==> src/rtl/irqv_pkg.sv <==
package irqv_pkg;
  localparam int NSRC  = 10;
  localparam int NEXT  = 6;
  localparam int IDX_W = $clog2(NSRC);
  localparam int VEC_W = 8;

  // vectors step by 8; the added sources sit in a second bank 16 bytes higher
  function automatic logic [VEC_W-1:0] vec_of(logic [IDX_W-1:0] idx);
    logic [VEC_W-1:0] base;
    base = {1'b0, idx, 3'b011};
    if (idx >= IDX_W'(6)) base = base + 8'd16;
    return base;
  endfunction
endpackage

==> src/rtl/irqv_sync.sv <==
module irqv_sync #(
  parameter int STAGES  = 2,
  parameter bit FALLING = 1'b0
) (
  input  logic clk,
  input  logic rst_n,
  input  logic pin,
  output logic act
);
  logic [STAGES-1:0] sh;

  always_ff @(posedge clk or negedge rst_n) begin
    if (!rst_n) sh <= {STAGES{FALLING}};
    else        sh <= {sh[STAGES-2:0], pin};
  end

  generate
    if (FALLING) begin : g_fall
      assign act = ~sh[STAGES-1];
    end else begin : g_rise
      assign act = sh[STAGES-1];
    end
  endgenerate
endmodule

==> src/rtl/irqv_pick.sv <==
module irqv_pick #(
  parameter int N  = 10,
  localparam int W = $clog2(N)
) (
  input  logic [N-1:0] req,
  output logic         found,
  output logic [W-1:0] idx
);
  always_comb begin
    found = 1'b0;
    idx   = '0;
    for (int i = N - 1; i >= 0; i--) begin
      if (req[i]) begin
        found = 1'b1;
        idx   = W'(i);
      end
    end
  end
endmodule

==> src/rtl/irqv_nest.sv <==
module irqv_nest (
  input  logic clk,
  input  logic rst_n,
  input  logic take,
  input  logic take_hi,
  input  logic ret,
  output logic hi_is,
  output logic lo_is
);
  always_ff @(posedge clk or negedge rst_n) begin
    if (!rst_n) begin
      hi_is <= 1'b0;
      lo_is <= 1'b0;
    end else if (take) begin
      if (take_hi) hi_is <= 1'b1;
      else         lo_is <= 1'b1;
    end else if (ret) begin
      if (hi_is) hi_is <= 1'b0;
      else       lo_is <= 1'b0;
    end
  end

  assert_take_hi_R4: assert property (@(posedge clk) disable iff (!rst_n)
    take && take_hi |=> hi_is);
  assert_ret_hi_R5: assert property (@(posedge clk) disable iff (!rst_n)
    ret && !take && hi_is |=> !hi_is && (lo_is == $past(lo_is)));
  assert_ret_lo_R5: assert property (@(posedge clk) disable iff (!rst_n)
    ret && !take && !hi_is |=> !lo_is);
endmodule

==> src/rtl/irq_vector_ctrl.sv <==
module irq_vector_ctrl
  import irqv_pkg::*;
#(
  parameter int SYNC_STAGES = 2
) (
  input  logic             clk,
  input  logic             rst_n,
  input  logic [NEXT-1:0]  ext_pin,
  input  logic [1:0]       ext01_edge,
  input  logic [2:0]       tmr_ovf,
  input  logic             ser_tx_done,
  input  logic             ser_rx_done,
  input  logic [NSRC-1:0]  src_en,
  input  logic [NSRC-1:0]  src_hi,
  input  logic             glob_en,
  output logic             irq_req,
  output logic [VEC_W-1:0] irq_vec,
  input  logic             irq_ack,
  input  logic             irq_ret,
  output logic             wake
);
  logic [NEXT-1:0]  ext_act, ext_prev, ext_edge;
  logic [NSRC-1:0]  is_edge, lvl, set_v, clr_v, pend_q, pend_eff;
  logic [NSRC-1:0]  elig, hi_c, lo_c;
  logic             hi_is, lo_is, take;
  logic             hi_found, lo_found;
  logic [IDX_W-1:0] hi_idx, lo_idx;
  logic             offer_v, offer_hi;
  logic [IDX_W-1:0] offer_idx;

  // pin synchronizers; ext0/1/3/5 sense falling, ext2/4 rising
  generate
    for (genvar k = 0; k < NEXT; k++) begin : g_ext
      localparam bit FALL = (k == 0) || (k == 1) || (k == 3) || (k == 5);
      irqv_sync #(.STAGES(SYNC_STAGES), .FALLING(FALL)) u_sync (
        .clk(clk), .rst_n(rst_n), .pin(ext_pin[k]), .act(ext_act[k]));
    end
  endgenerate

  always_ff @(posedge clk or negedge rst_n) begin
    if (!rst_n) ext_prev <= '0;
    else        ext_prev <= ext_act;
  end
  assign ext_edge = ext_act & ~ext_prev;

  // map into source index space
  always_comb begin
    is_edge = {4'b1111, 3'b000, ext01_edge[1], 1'b0, ext01_edge[0]};
    lvl     = {4'b0000, tmr_ovf[2], ser_tx_done | ser_rx_done, tmr_ovf[1],
               ext_act[1], tmr_ovf[0], ext_act[0]};
    set_v   = {ext_edge[5:2], 3'b000, ext_edge[1] & ext01_edge[1], 1'b0,
               ext_edge[0] & ext01_edge[0]};
  end

  assign take = offer_v & irq_ack;

  always_comb begin
    clr_v = '0;
    if (take) clr_v[offer_idx] = 1'b1;
  end

  always_ff @(posedge clk or negedge rst_n) begin
    if (!rst_n) pend_q <= '0;
    else        pend_q <= is_edge & (set_v | (pend_q & ~clr_v));
  end

  assign pend_eff = (is_edge & pend_q) | (~is_edge & lvl);

  // arbitration under nesting rules
  always_comb begin
    elig = pend_eff & src_en & {NSRC{glob_en}};
    hi_c = elig & src_hi & {NSRC{~hi_is}};
    lo_c = elig & ~src_hi & {NSRC{~hi_is & ~lo_is}};
  end

  irqv_pick #(.N(NSRC)) u_pick_hi (.req(hi_c), .found(hi_found), .idx(hi_idx));
  irqv_pick #(.N(NSRC)) u_pick_lo (.req(lo_c), .found(lo_found), .idx(lo_idx));

  // offer register: held until accepted
  always_ff @(posedge clk or negedge rst_n) begin
    if (!rst_n) begin
      offer_v   <= 1'b0;
      offer_hi  <= 1'b0;
      offer_idx <= '0;
    end else if (take) begin
      offer_v <= 1'b0;
    end else if (!offer_v && (hi_found || lo_found)) begin
      offer_v   <= 1'b1;
      offer_hi  <= hi_found;
      offer_idx <= hi_found ? hi_idx : lo_idx;
    end
  end

  irqv_nest u_nest (
    .clk(clk), .rst_n(rst_n), .take(take), .take_hi(offer_hi),
    .ret(irq_ret), .hi_is(hi_is), .lo_is(lo_is));

  always_ff @(posedge clk or negedge rst_n) begin
    if (!rst_n) wake <= 1'b0;
    else        wake <= |(pend_eff[NSRC-1:6] & src_en[NSRC-1:6]);
  end

  assign irq_req = offer_v;
  assign irq_vec = vec_of(offer_idx);

  assert_hold_R11: assert property (@(posedge clk) disable iff (!rst_n)
    irq_req && !irq_ack |=> irq_req && $stable(irq_vec));
  assert_no_offer_hi_R4: assert property (@(posedge clk) disable iff (!rst_n)
    $rose(irq_req) |-> !hi_is);
  assert_lo_only_hi_R4: assert property (@(posedge clk) disable iff (!rst_n)
    $rose(irq_req) && lo_is |-> offer_hi);
  assert_gate_R10: assert property (@(posedge clk) disable iff (!rst_n)
    $rose(irq_req) |-> $past(glob_en));

  generate
    for (genvar i = 0; i < NSRC; i++) begin : g_chk
      assert_set_wins_R8: assert property (@(posedge clk) disable iff (!rst_n)
        set_v[i] |=> pend_q[i] || !is_edge[i]);
    end
  endgenerate
endmodule

==> config.mk <==
export PLATFORM = sky130hd
export DESIGN_NAME = irq_vector_ctrl
export DESIGN_NICKNAME = d
export VERILOG_FILES = /design/src/rtl/irqv_pkg.sv /design/src/rtl/irqv_sync.sv /design/src/rtl/irqv_pick.sv /design/src/rtl/irqv_nest.sv /design/src/rtl/irq_vector_ctrl.sv
export SDC_FILE = /design/constraint.sdc
export NUM_CORES = 1
export LEC_CHECK = 0
export ABC_AREA = 1
export BUFFER_PORTS_ARGS = -buffer_cell sky130_fd_sc_hd__buf_2
export CAP_MARGIN = 10
export CORE_AREA = 3 3 61 63
export DETAILED_ROUTE_END_ITERATION = 12
export DIE_AREA = 0 0 64 66
export PLACE_DENSITY = 0.8
export SYNTH_ARGS = -nofsm -noshare
export SYNTH_HDL_FRONTEND = slang
export SYNTH_SLANG_ARGS = --single-unit
==> constraint.sdc <==
create_clock -name clk -period 2.7 [get_ports clk]
set_input_delay 0 -clock clk [delete_from_list [all_inputs] [get_ports clk]]
set_output_delay 0 -clock clk [all_outputs]
set_load 0.02 [all_outputs]
==> metrics.cfg, run 1 <==
[run_status]
status = finished, final reports clean

[setup_path]
path_depth = 7
path_max_fanout = 10
critPathSlowestCell = dfrtp_1
crit_arrival_ps = 1850
crit_path_frequent_cell = nand2_1
critPathLaunchType = register
crit_family = flip-flops
cp_data_required_time_ps = 2700
crit_chain = ha_1 > nand2_1 > nand2_1 > a21oi_1 > nand2_1 > a21oi_1 > buf_2
critPathKind = reg -> out
critPathBufInv = 1
slowest_delay_ps = 500
r2r_cells = 9
end_kind = primary output

[global_route]
grt_start_max_net_pins = 34
grt_overflow = 0
antenna_found_initial = 0
grt_pass1_vias = 1564
track_usage_pct = 19.29
grt_pass1_wl_mm = 6.265

[layout]
drive_above_1_share_pct = 25.36
diodes = 0
final_common_cell = nand2_1
final_area_mm2 = 0.002180
final_nets = 318
final_util_pct = 66.36
stdcell_count = 326
syn_to_final_growth_pct = 26.05
mostFrequentLayoutCells = nand2_1, buf_2, dfrtp_1, inv_1, nor2_1

[synthesis]
yosysSeqAreaShare_pct = 48.34
synth_seq_cells = 33
mappedNetlistArea_mm2 = 0.001729
yosysWarnings = 0
netlist.top_cell.by_area = dfrtp_1
synth-edff-count = 0
synth_area_leaders = dfrtp_1, nand2_1, dfstp_2
synthFlopType = dfrtp_1
synth_area_per_cell_um2 = 7.824
synth_cell_type_count = 32
post-synth-top-area-fraction_pct = 36.18
synthArstFlopShare_pct = 100.0
netlist_instances = 221

[pwr]
p_int_mw = 1.035
p_switching_mw = 0.6988
comb_power_share_pct = 39.4
power_mw = 1.733
power.density_mw_per_mm2 = 795.3
p_sw_share_pct = 40.32
clockPowerShare_pct = 22.4
seq_power_share_pct = 38.2
vdd_drop_max_v = 0.0006332
p_leak_nw = 1.140

[hold_path]
min_path_cells = 8
hold_path.class = in -> reg

[detailed_routing]
wl_met2_mm = 1.786
antenna_left = 0
drt_first_pass_iters = 4
wl_met1_mm = 1.671
highest_layer = met4
viasPerCell = 4.868
drt-total-wl_mm = 3.754
drtIter0Drc = 81
drt-wirelength-per-cell_um = 11.52
wl_met3_um = 223
drc = 0
vias = 1587

[placed_design]
place_area_mm2 = 0.001961
dp_hpwl_mm = 2.831
port-buffer-count = 44
pre_cts_slack_ps = 1032
gp_congestion = 0.8425
placed_cells = 305

[clock_tree]
cts_tree = done
root_buffer = clkbuf_4
numCtsBuffers = 5
clockBufferDepth = 2
clk_latency_ps = 340
htree_levels = 2
cts_resized = 0
clock-sinks = 33
cts.clk_slew.worst_paths_ps = 100

[timing]
finalHoldViolCount = 0
max-slew-margin-rel_pct = 53.34
setup_viol = 0
slew_violations = 0
worstMarginPinSlew_ps = 699.9
setup_ws_ps = 853.5
setup_tns_ps = 0
worst_clock_skew_ps = 12.71
fin_crit_ps = 1847
rsz0062_at_grt = false
period_share_pct = 68.39
fmax_ghz = 0.5416
holdWs_ps = 150.9

[floorplanning]
start_util_pct = 52.65
die_h_um = 66
rows = 21
fp.dieW_um = 64
core-area_mm2 = 0.003284
pin_count = 48
die_area_mm2 = 0.004224

[job]
maxCapViolCount = 0

## Yosys cell counts (2+ instances only)
cell and count:
conb_1 2, dfrtp_1 25, o31ai_1 2, nand2_1 67, nand3b_1 2, a31oi_1 2
dfstp_2 8, nand2_2 2, nor2_4 2, o22ai_1 2, and2_1 2, inv_1 23
inv_2 3, nand4_1 4, nor3_1 5, o21ai_0 18, nor2_1 22, buf_4 4
a21oi_1 3, nand3_1 11
## worst register-to-register path, cell delays in order, from the launching register on
cell	delay [ps]
dfrtp_1	450
nor2_4	190
inv_2	100
nor3_1	240
nor2_1	90
and2_1	180
nand3_2	100
nand2_4	80
nand2_1	60
o21ai_0	80
## flip-flops by register name (all words and copies together), names as in the netlist
name	count
offer_idx	4
u_nest.hi_is	1
u_nest.lo_is	1
pend_q	6
g_ext.u_sync.sh	12
ext_prev	6
wake	1
irq_req	1
offer_hi	1
## logic make-up after synthesis
group / count (synthesis) / share of synthesized area (%)
flops: 33 / 48.34
xor+xnor: 1 / 0.5066
simple gates: 123 / 32.56
buf+inv: 33 / 8.538
fa+ha+maj: 1 / 0.7235
compound gates: 28 / 8.900
other cells: 2 / 0.4343
## per-layer routing
layer / global-route usage, % / vias up
met4: 7.278 / 0
li1: - / 818
met5: 0 / -
met2: 34.71 / 48
met1: 21.40 / 714
met3: 5.612 / 7
## final timing paths
kind	startpoint	end	slack, ps
setup / recovery	offer_idx[1]	irq_vec[4]	850
hold / removal	src_hi[1]	offer_idx[0]	150
setup reg to reg	u_nest.hi_is	offer_hi	1010
hold reg to reg	g_ext[4].u_sync.sh[0]	g_ext[4].u_sync.sh[1]	360
max in group asynchronous	rst_n	u_nest.hi_is	2010
min in group asynchronous	rst_n	u_nest.lo_is	230
## timing repair
item | 4_1_cts | 5_1_grt
hold buffers | 13 | 0
hold endpoints to repair | 37 | 0
buffers inserted | 0 | 0
## layout make-up
type                       instances  area, µm²
timing repair buffer              57      350.3
multi-input combinational        156      749.5
clock inverter                     2      37.54
tap                               46      57.56
clock buffer                       6      51.30
sequential                        33      835.8
inverter                          26      97.59
fill                             290       1105
## power by group through the flow
stage	combinational, mW	sequential, mW	clock, mW
floorplan	0.516	0.654	0
global placement	0.659	0.668	0
detailed placement	0.668	0.670	0
CTS	0.688	0.662	0.398
global route	0.776	0.675	0.421
finish	0.682	0.662	0.389
No activity file was read; power rests on OpenSTA's default activity.
==> run 2: changes to the inputs <==
--- a/config.mk
+++ b/config.mk
@@ -8,10 +8,10 @@
 export ABC_AREA = 1
 export BUFFER_PORTS_ARGS = -buffer_cell sky130_fd_sc_hd__buf_2
 export CAP_MARGIN = 10
-export CORE_AREA = 3 3 61 63
+export CORE_AREA = 3 3 66 68
 export DETAILED_ROUTE_END_ITERATION = 12
-export DIE_AREA = 0 0 64 66
-export PLACE_DENSITY = 0.8
+export DIE_AREA = 0 0 69 71
+export PLACE_DENSITY = 0.72
 export SYNTH_ARGS = -nofsm -noshare
 export SYNTH_HDL_FRONTEND = slang
 export SYNTH_SLANG_ARGS = --single-unit
==> constraint.sdc (replaced) <==
create_clock -name clk -period 1.57 [get_ports clk]
set_input_delay 0 -clock clk [delete_from_list [all_inputs] [get_ports clk]]
set_output_delay 0 -clock clk [all_outputs]
set_load 0.02 [all_outputs]
==> metrics.cfg, run 2 (synthesis results as in run 1) <==
[pwr]
power.density_mw_per_mm2 = 1470  ; was 795.3 mW/mm²
power_mw = 3.672  ; was 1.733 mW
clockPowerShare_pct = 20.5  ; was 22.4%
vdd_drop_max_v = 0.001437  ; was 0.0006332 V
p_switching_mw = 1.456  ; was 0.6988 mW
comb_power_share_pct = 48.4  ; was 39.4%
p_sw_share_pct = 39.65  ; was 40.32%
seq_power_share_pct = 31.0  ; was 38.2%
p_int_mw = 2.216  ; was 1.035 mW
p_leak_nw = 1.274  ; was 1.140 nW

[placed_design]
pre_cts_slack_ps = -87.94  ; was 1032 ps
place_area_mm2 = 0.002056  ; was 0.001961 mm²
port-buffer-count = 44  ; unchanged
gp_congestion = 0.9297  ; was 0.8425
placed_cells = 321  ; was 305
dp_hpwl_mm = 3.008  ; was 2.831 mm

[run_status]
violations = negative setup slack
status = complete, but fails checks  ; was finished, final reports clean

[layout]
reg_top3 = g_ext.u_sync.sh: 12 flops, ext_prev: 6 flops, pend_q: 6 flops  ; unchanged
stdcell_count = 350  ; was 326
mostFrequentLayoutCells = nand2_1, buf_2, dfrtp_1, inv_1, buf_4  ; was nand2_1, buf_2, dfrtp_1, inv_1, nor2_1
seqCellArea_um2 = 837.1  ; was 835.8 µm²
final_area_mm2 = 0.002497  ; was 0.002180 mm²
final_common_cell = nand2_1  ; unchanged
largest_register_ffs = 12  ; unchanged
largest-register = g_ext.u_sync.sh  ; unchanged
drive_above_1_share_pct = 38.67  ; was 25.36%
multiInputGateArea_um2 = 878.3  ; was 749.5 µm²
final_util_pct = 63.81  ; was 66.36%
diodes = 0  ; unchanged
final_nets = 338  ; was 318
syn_to_final_growth_pct = 44.43  ; was 26.05%
nFillCells = 337  ; was 290

[timing]
holdWs_ps = 15.86  ; was 150.9 ps
setup_tns_ps = -364.9  ; was 0 ps
finalHoldViolCount = 0  ; unchanged
period_share_pct = 106.8
rsz0062_at_grt = true  ; was false
fmax_ghz = 0.5967
setup_ws_ps = -106.0  ; was 853.5 ps
max-slew-margin-rel_pct = 53.33  ; was 53.34%
worst_clock_skew_ps = 10.74  ; was 12.71 ps
setup_viol = 6  ; was 0
worstMarginPinSlew_ps = 700.0  ; was 699.9 ps
slew_violations = 0  ; unchanged
fin_crit_ps = 1676

[job]
maxCapViolCount = 0  ; unchanged

[global_route]
grt_pass1_vias = 1653  ; was 1564
grt_start_max_net_pins = 34  ; unchanged
grt_overflow = 0  ; unchanged
track_usage_pct = 18.25  ; was 19.29%
antenna_found_initial = 0  ; unchanged
grt_pass1_wl_mm = 7.217  ; was 6.265 mm

[hold_path]
min_from = ext01_edge[0]  ; was src_hi[1]
hold_path.class = in -> reg  ; unchanged
min_path_cells = 3  ; was 8

[detailed_routing]
antenna_left = 0  ; unchanged
drc = 0  ; unchanged
drt-wirelength-per-cell_um = 12.57  ; was 11.52 µm
drt_first_pass_iters = 4  ; unchanged
viasPerCell = 4.891  ; was 4.868
drt-total-wl_mm = 4.401  ; was 3.754 mm
vias = 1712  ; was 1587
drtIter0Drc = 88  ; was 81

[clock_tree]
cts.clk_slew.worst_paths_ps = 60  ; was 100 ps
clock-sinks = 33  ; unchanged
clockBufferDepth = 2  ; unchanged
clk_latency_ps = 280  ; was 340 ps
htree_levels = 2  ; unchanged
numCtsBuffers = 5  ; unchanged
root_buffer = clkbuf_8  ; was clkbuf_4
cts_tree = done  ; unchanged

[floorplanning]
start_util_pct = 44.18  ; was 52.65%
fp.dieW_um = 69  ; was 64 µm
die_h_um = 71  ; was 66 µm
rows = 23  ; was 21
pin_count = 48  ; unchanged
die_area_mm2 = 0.004899  ; was 0.004224 mm²
core-area_mm2 = 0.003914  ; was 0.003284 mm²

[setup_path]
critPathLaunchType = register  ; unchanged
critPathSlowestCell = dfrtp_2  ; was dfrtp_1
r2r_cells = 16  ; was 9
cp_data_required_time_ps = 1780  ; was 2700 ps
end_kind = register  ; was primary output
critPathKind = reg -> reg  ; was reg -> out
startpoint = u_nest.hi_is  ; was offer_idx[1]
crit_chain = nor2_4 > buf_6 > nand2_4 > nor2_4 > nand2_1 > nand2_1 > nand2_1 > nand2_1 > nand2_1 > nand2_1 > nand2_1 > nand2_1 > nand2_1 > nand2_2 > nand2_1 > nand2_1  ; was ha_1 > nand2_1 > nand2_1 > a21oi_1 > nand2_1 > a21oi_1 > buf_2
path_max_fanout = 3  ; was 10
crit_arrival_ps = 1890  ; was 1850 ps
slowest_delay_ps = 440  ; was 500 ps
crit_path_frequent_cell = nand2_1  ; unchanged
timing.rr.start = u_nest.hi_is  ; unchanged

## run 2: cell types whose count changed in the layout (fill, tap and decap cells not counted), sizes merged
cell | before | now
clkinvlp | 1 | 0
nand2 | 70 | 71
buf | 44 | 64
clkinv | 0 | 1
dlygate4sd3 | 13 | 12
## run 2: power by group through the flow
stage,clock (mW),combinational [mW],sequential [mW]
floorplan,0,0.887,1.12
global placement,0,1.29,1.13
detailed placement,0,1.30,1.13
CTS,0.777,1.46,1.13
global route,0.808,1.97,1.16
finish,0.753,1.78,1.14
## run 2: path summary, 6_finish.rpt
| check | end | slack [ps] |
|---|---|---|
| max | offer_idx[0] | -110 |
| min | pend_q[0] | 20 |
| max reg2reg | offer_idx[0] | -110 |
| min reg2reg | g_ext[2].u_sync.sh[1] | 350 |
| max in group asynchronous | u_nest.hi_is | 780 |
| min in group asynchronous | pend_q[7] | 300 |
## run 2: layer usage
layer  GRT usage (%)  share of wire [%]
met1           22.32                 42
met2           30.19                 50
met3           4.830                5.5
met4           8.460                2.3
met5               0                  0
## run 2: layout make-up
type / instances / share of cell area (%)
clock buffer: 6 / 2.906
clock inverter: 2 / 1.403
inverter: 26 / 4.208
multi-input combinational: 157 / 35.17
sequential: 33 / 33.52
tap: 50 / 2.505
timing repair buffer: 76 / 20.29
## run 2: repair_timing
| action | 4_1_cts | 5_1_grt |
|---|---|---|
| endpoints found under the setup margin | 8 | 8 |
| endpoints found under the hold margin | 35 | 0 |
| pin swaps | 7 | 15 |
| buffers inserted | 2 | 6 |
| hold buffers | 12 | 0 |
| cloned | 1 | 0 |
| resized for setup | 18 | 27 |
## run 2: worst max-delay path, delay by kind of cell (launching register included)
family / cells / cell delay, ps
flip-flops: 1 / 440
AND/OR/NAND/NOR: 15 / 1040
buffers and inverters: 1 / 130
==> run 3: changes to the inputs <==
--- a/config.mk
+++ b/config.mk
@@ -8,10 +8,10 @@
 export ABC_AREA = 1
 export BUFFER_PORTS_ARGS = -buffer_cell sky130_fd_sc_hd__buf_2
 export CAP_MARGIN = 10
-export CORE_AREA = 3 3 66 68
+export CORE_AREA = 3 3 61 63
 export DETAILED_ROUTE_END_ITERATION = 12
-export DIE_AREA = 0 0 69 71
-export PLACE_DENSITY = 0.72
+export DIE_AREA = 0 0 64 66
+export PLACE_DENSITY = 0.8
 export SYNTH_ARGS = -nofsm -noshare
 export SYNTH_HDL_FRONTEND = slang
 export SYNTH_SLANG_ARGS = --single-unit
==> constraint.sdc (replaced) <==
create_clock -name clk -period 1.97 [get_ports clk]
set_input_delay 0 -clock clk [delete_from_list [all_inputs] [get_ports clk]]
set_output_delay 0 -clock clk [all_outputs]
set_load 0.02 [all_outputs]
==> metrics.cfg, run 3 (synthesis results as in run 1) <==
[setup_path]
crit_path_frequent_cell = nand2_1  ; unchanged
crit_end = irq_vec[4]  ; was offer_idx[0]
critPathKind = reg -> out  ; was reg -> reg
timing.rr.start = u_nest.hi_is  ; unchanged
slowest_delay_ps = 490  ; was 440 ps
r2r-end = offer_idx[3]  ; was offer_idx[0]
critPathLaunchType = register  ; unchanged
r2r_slack_ps = 270  ; was -110 ps
cp_data_required_time_ps = 1970  ; was 1780 ps
crit_arrival_ps = 1800  ; was 1890 ps
crit_chain = ha_1 > nand2_1 > nand2_1 > a21oi_1 > nand2_1 > a21oi_1 > buf_2  ; was nor2_4 > buf_6 > nand2_4 > nor2_4 > nand2_1 > nand2_1 > nand2_1 > nand2_1 > nand2_1 > nand2_1 > nand2_1 > nand2_1 > nand2_1 > nand2_2 > nand2_1 > nand2_1
path_max_fanout = 10  ; was 3
end_kind = primary output  ; was register
startpoint = offer_idx[1]  ; was u_nest.hi_is
r2r_cells = 8  ; was 16
critPathSlowestCell = dfrtp_2  ; unchanged

[floorplanning]
fp.dieW_um = 64  ; was 69 µm
pin_count = 48  ; unchanged
start_util_pct = 52.65  ; was 44.18%
die_h_um = 66  ; was 71 µm
die_area_mm2 = 0.004224  ; was 0.004899 mm²
rows = 21  ; was 23
core-area_mm2 = 0.003284  ; was 0.003914 mm²

[detailed_routing]
drt-total-wl_mm = 3.709  ; was 4.401 mm
viasPerCell = 4.853  ; was 4.891
antenna_left = 0  ; unchanged
drt_first_pass_iters = 4  ; unchanged
vias = 1582  ; was 1712
drtIter0Drc = 85  ; was 88
drc = 0  ; unchanged
drt-wirelength-per-cell_um = 11.38  ; was 12.57 µm

[global_route]
grt_pass1_wl_mm = 6.216  ; was 7.217 mm
antenna_found_initial = 0  ; unchanged
grt_overflow = 0  ; unchanged
grt_pass1_vias = 1497  ; was 1653
grt_start_max_net_pins = 34  ; unchanged
track_usage_pct = 19.31  ; was 18.25%

[clock_tree]
root_buffer = clkbuf_4  ; was clkbuf_8
cts.clk_slew.worst_paths_ps = 100  ; was 60 ps
clock-sinks = 33  ; unchanged
clockBufferDepth = 2  ; unchanged
numCtsBuffers = 5  ; unchanged
cts_tree = done  ; unchanged
clk_latency_ps = 340  ; was 280 ps
postCtsSetupBuffers = 0  ; was 2
htree_levels = 2  ; unchanged

[timing]
finalHoldViolCount = 0  ; unchanged
setup_tns_ps = 0  ; was -364.9 ps
worstMarginPinSlew_ps = 691.3  ; was 700.0 ps
fmax_ghz = 0.5561
setup_viol = 0  ; was 6
max-slew-margin-rel_pct = 53.92  ; was 53.33%
slew_violations = 0  ; unchanged
setup_ws_ps = 171.6  ; was -106.0 ps
rsz0062_at_grt = false  ; was true
holdWs_ps = 128.3  ; was 15.86 ps
fin_crit_ps = 1798
worst_clock_skew_ps = 17.46  ; was 10.74 ps
period_share_pct = 91.29

[layout]
diodes = 0  ; unchanged
mostFrequentLayoutCells = nand2_1, buf_2, dfrtp_1, inv_1, nor2_1  ; was nand2_1, buf_2, dfrtp_1, inv_1, buf_4
final_nets = 318  ; was 338
final_util_pct = 66.02  ; was 63.81%
final_common_cell = nand2_1  ; unchanged
largest-register = g_ext.u_sync.sh  ; unchanged
drive_above_1_share_pct = 25.36  ; was 38.67%
stdcell_count = 326  ; was 350
largest_register_ffs = 12  ; unchanged
final_area_mm2 = 0.002168  ; was 0.002497 mm²
reg_top3 = g_ext.u_sync.sh: 12 flops, ext_prev: 6 flops, pend_q: 6 flops  ; unchanged
syn_to_final_growth_pct = 25.40  ; was 44.43%

[placed_design]
place_area_mm2 = 0.001961  ; was 0.002056 mm²
gp_congestion = 0.8427  ; was 0.9297
placed_cells = 305  ; was 321
port-buffer-count = 44  ; unchanged
pre_cts_slack_ps = 280.7  ; was -87.94 ps
dp_hpwl_mm = 2.832  ; was 3.008 mm

[run_status]
status = finished, final reports clean  ; was complete, but fails checks

[pwr]
vdd_drop_max_v = 0.0006655  ; was 0.001437 V
power.density_mw_per_mm2 = 1075  ; was 1470 mW/mm²
power_mw = 2.331  ; was 3.672 mW
p_leak_nw = 1.137  ; was 1.274 nW

[job]
maxCapViolCount = 0  ; unchanged

[hold_path]
hold_path.class = in -> reg  ; unchanged

[run 3: cell types whose count changed in the layout (fill, tap and decap cells not counted), sizes merged]
cell,delta
buf,-20
dlygate4sd3,+1
nand2,-1
[run 3: layout make-up]
cell class | count | area (µm²)
fill | 282 | 1116
sequential | 33 | 837.1
clock inverter | 2 | 35.03
inverter | 26 | 97.59
timing repair buffer | 57 | 350.3
multi-input combinational | 156 | 749.5
tap | 46 | 57.56
clock buffer | 6 | 41.29
[run 3: power breakdown]
part	leakage, nW	switching (mW)	total [mW]	internal (mW)
Sequential	0.372	0.116	0.912	0.796
Combinational	0.723	0.611	0.934	0.323
Clock	0.0422	0.219	0.485	0.266
[run 3: worst min-delay path by stage]
stage,start,cells after the start,endpoint
6_report,src_hi[1],8,offer_idx[0]
5_1_grt,src_hi[1],8,offer_idx[0]
4_1_cts,src_hi[1],8,offer_idx[0]
3_5_place_dp,rst_n,1,offer_idx[3]
3_3_place_gp,rst_n,1,offer_idx[3]
2_1_floorplan,rst_n,0,ext_prev[0]
[run 3: worst max-delay path: cells and delay by family (launching register included)]
family	cells	cell delay, ps
AO/OA/AOI/OAI	2	340
adder cells (fa/ha/maj)	1	250
buffers and inverters	1	170
flip-flops	1	490
AND/OR/NAND/NOR	3	230
[run 3: layer usage]
metal	routed length, µm	track usage [%]
met5	0	0
met2	1786	32.77
met1	1672	23.22
met3	214	4.932
met4	36	8.086
[run 3: timing repair]
action                     CTS  global route
hold buffers                13             0
resized for setup            0             1
hold endpoints to repair    37             0
setup endpoints to repair    0             2
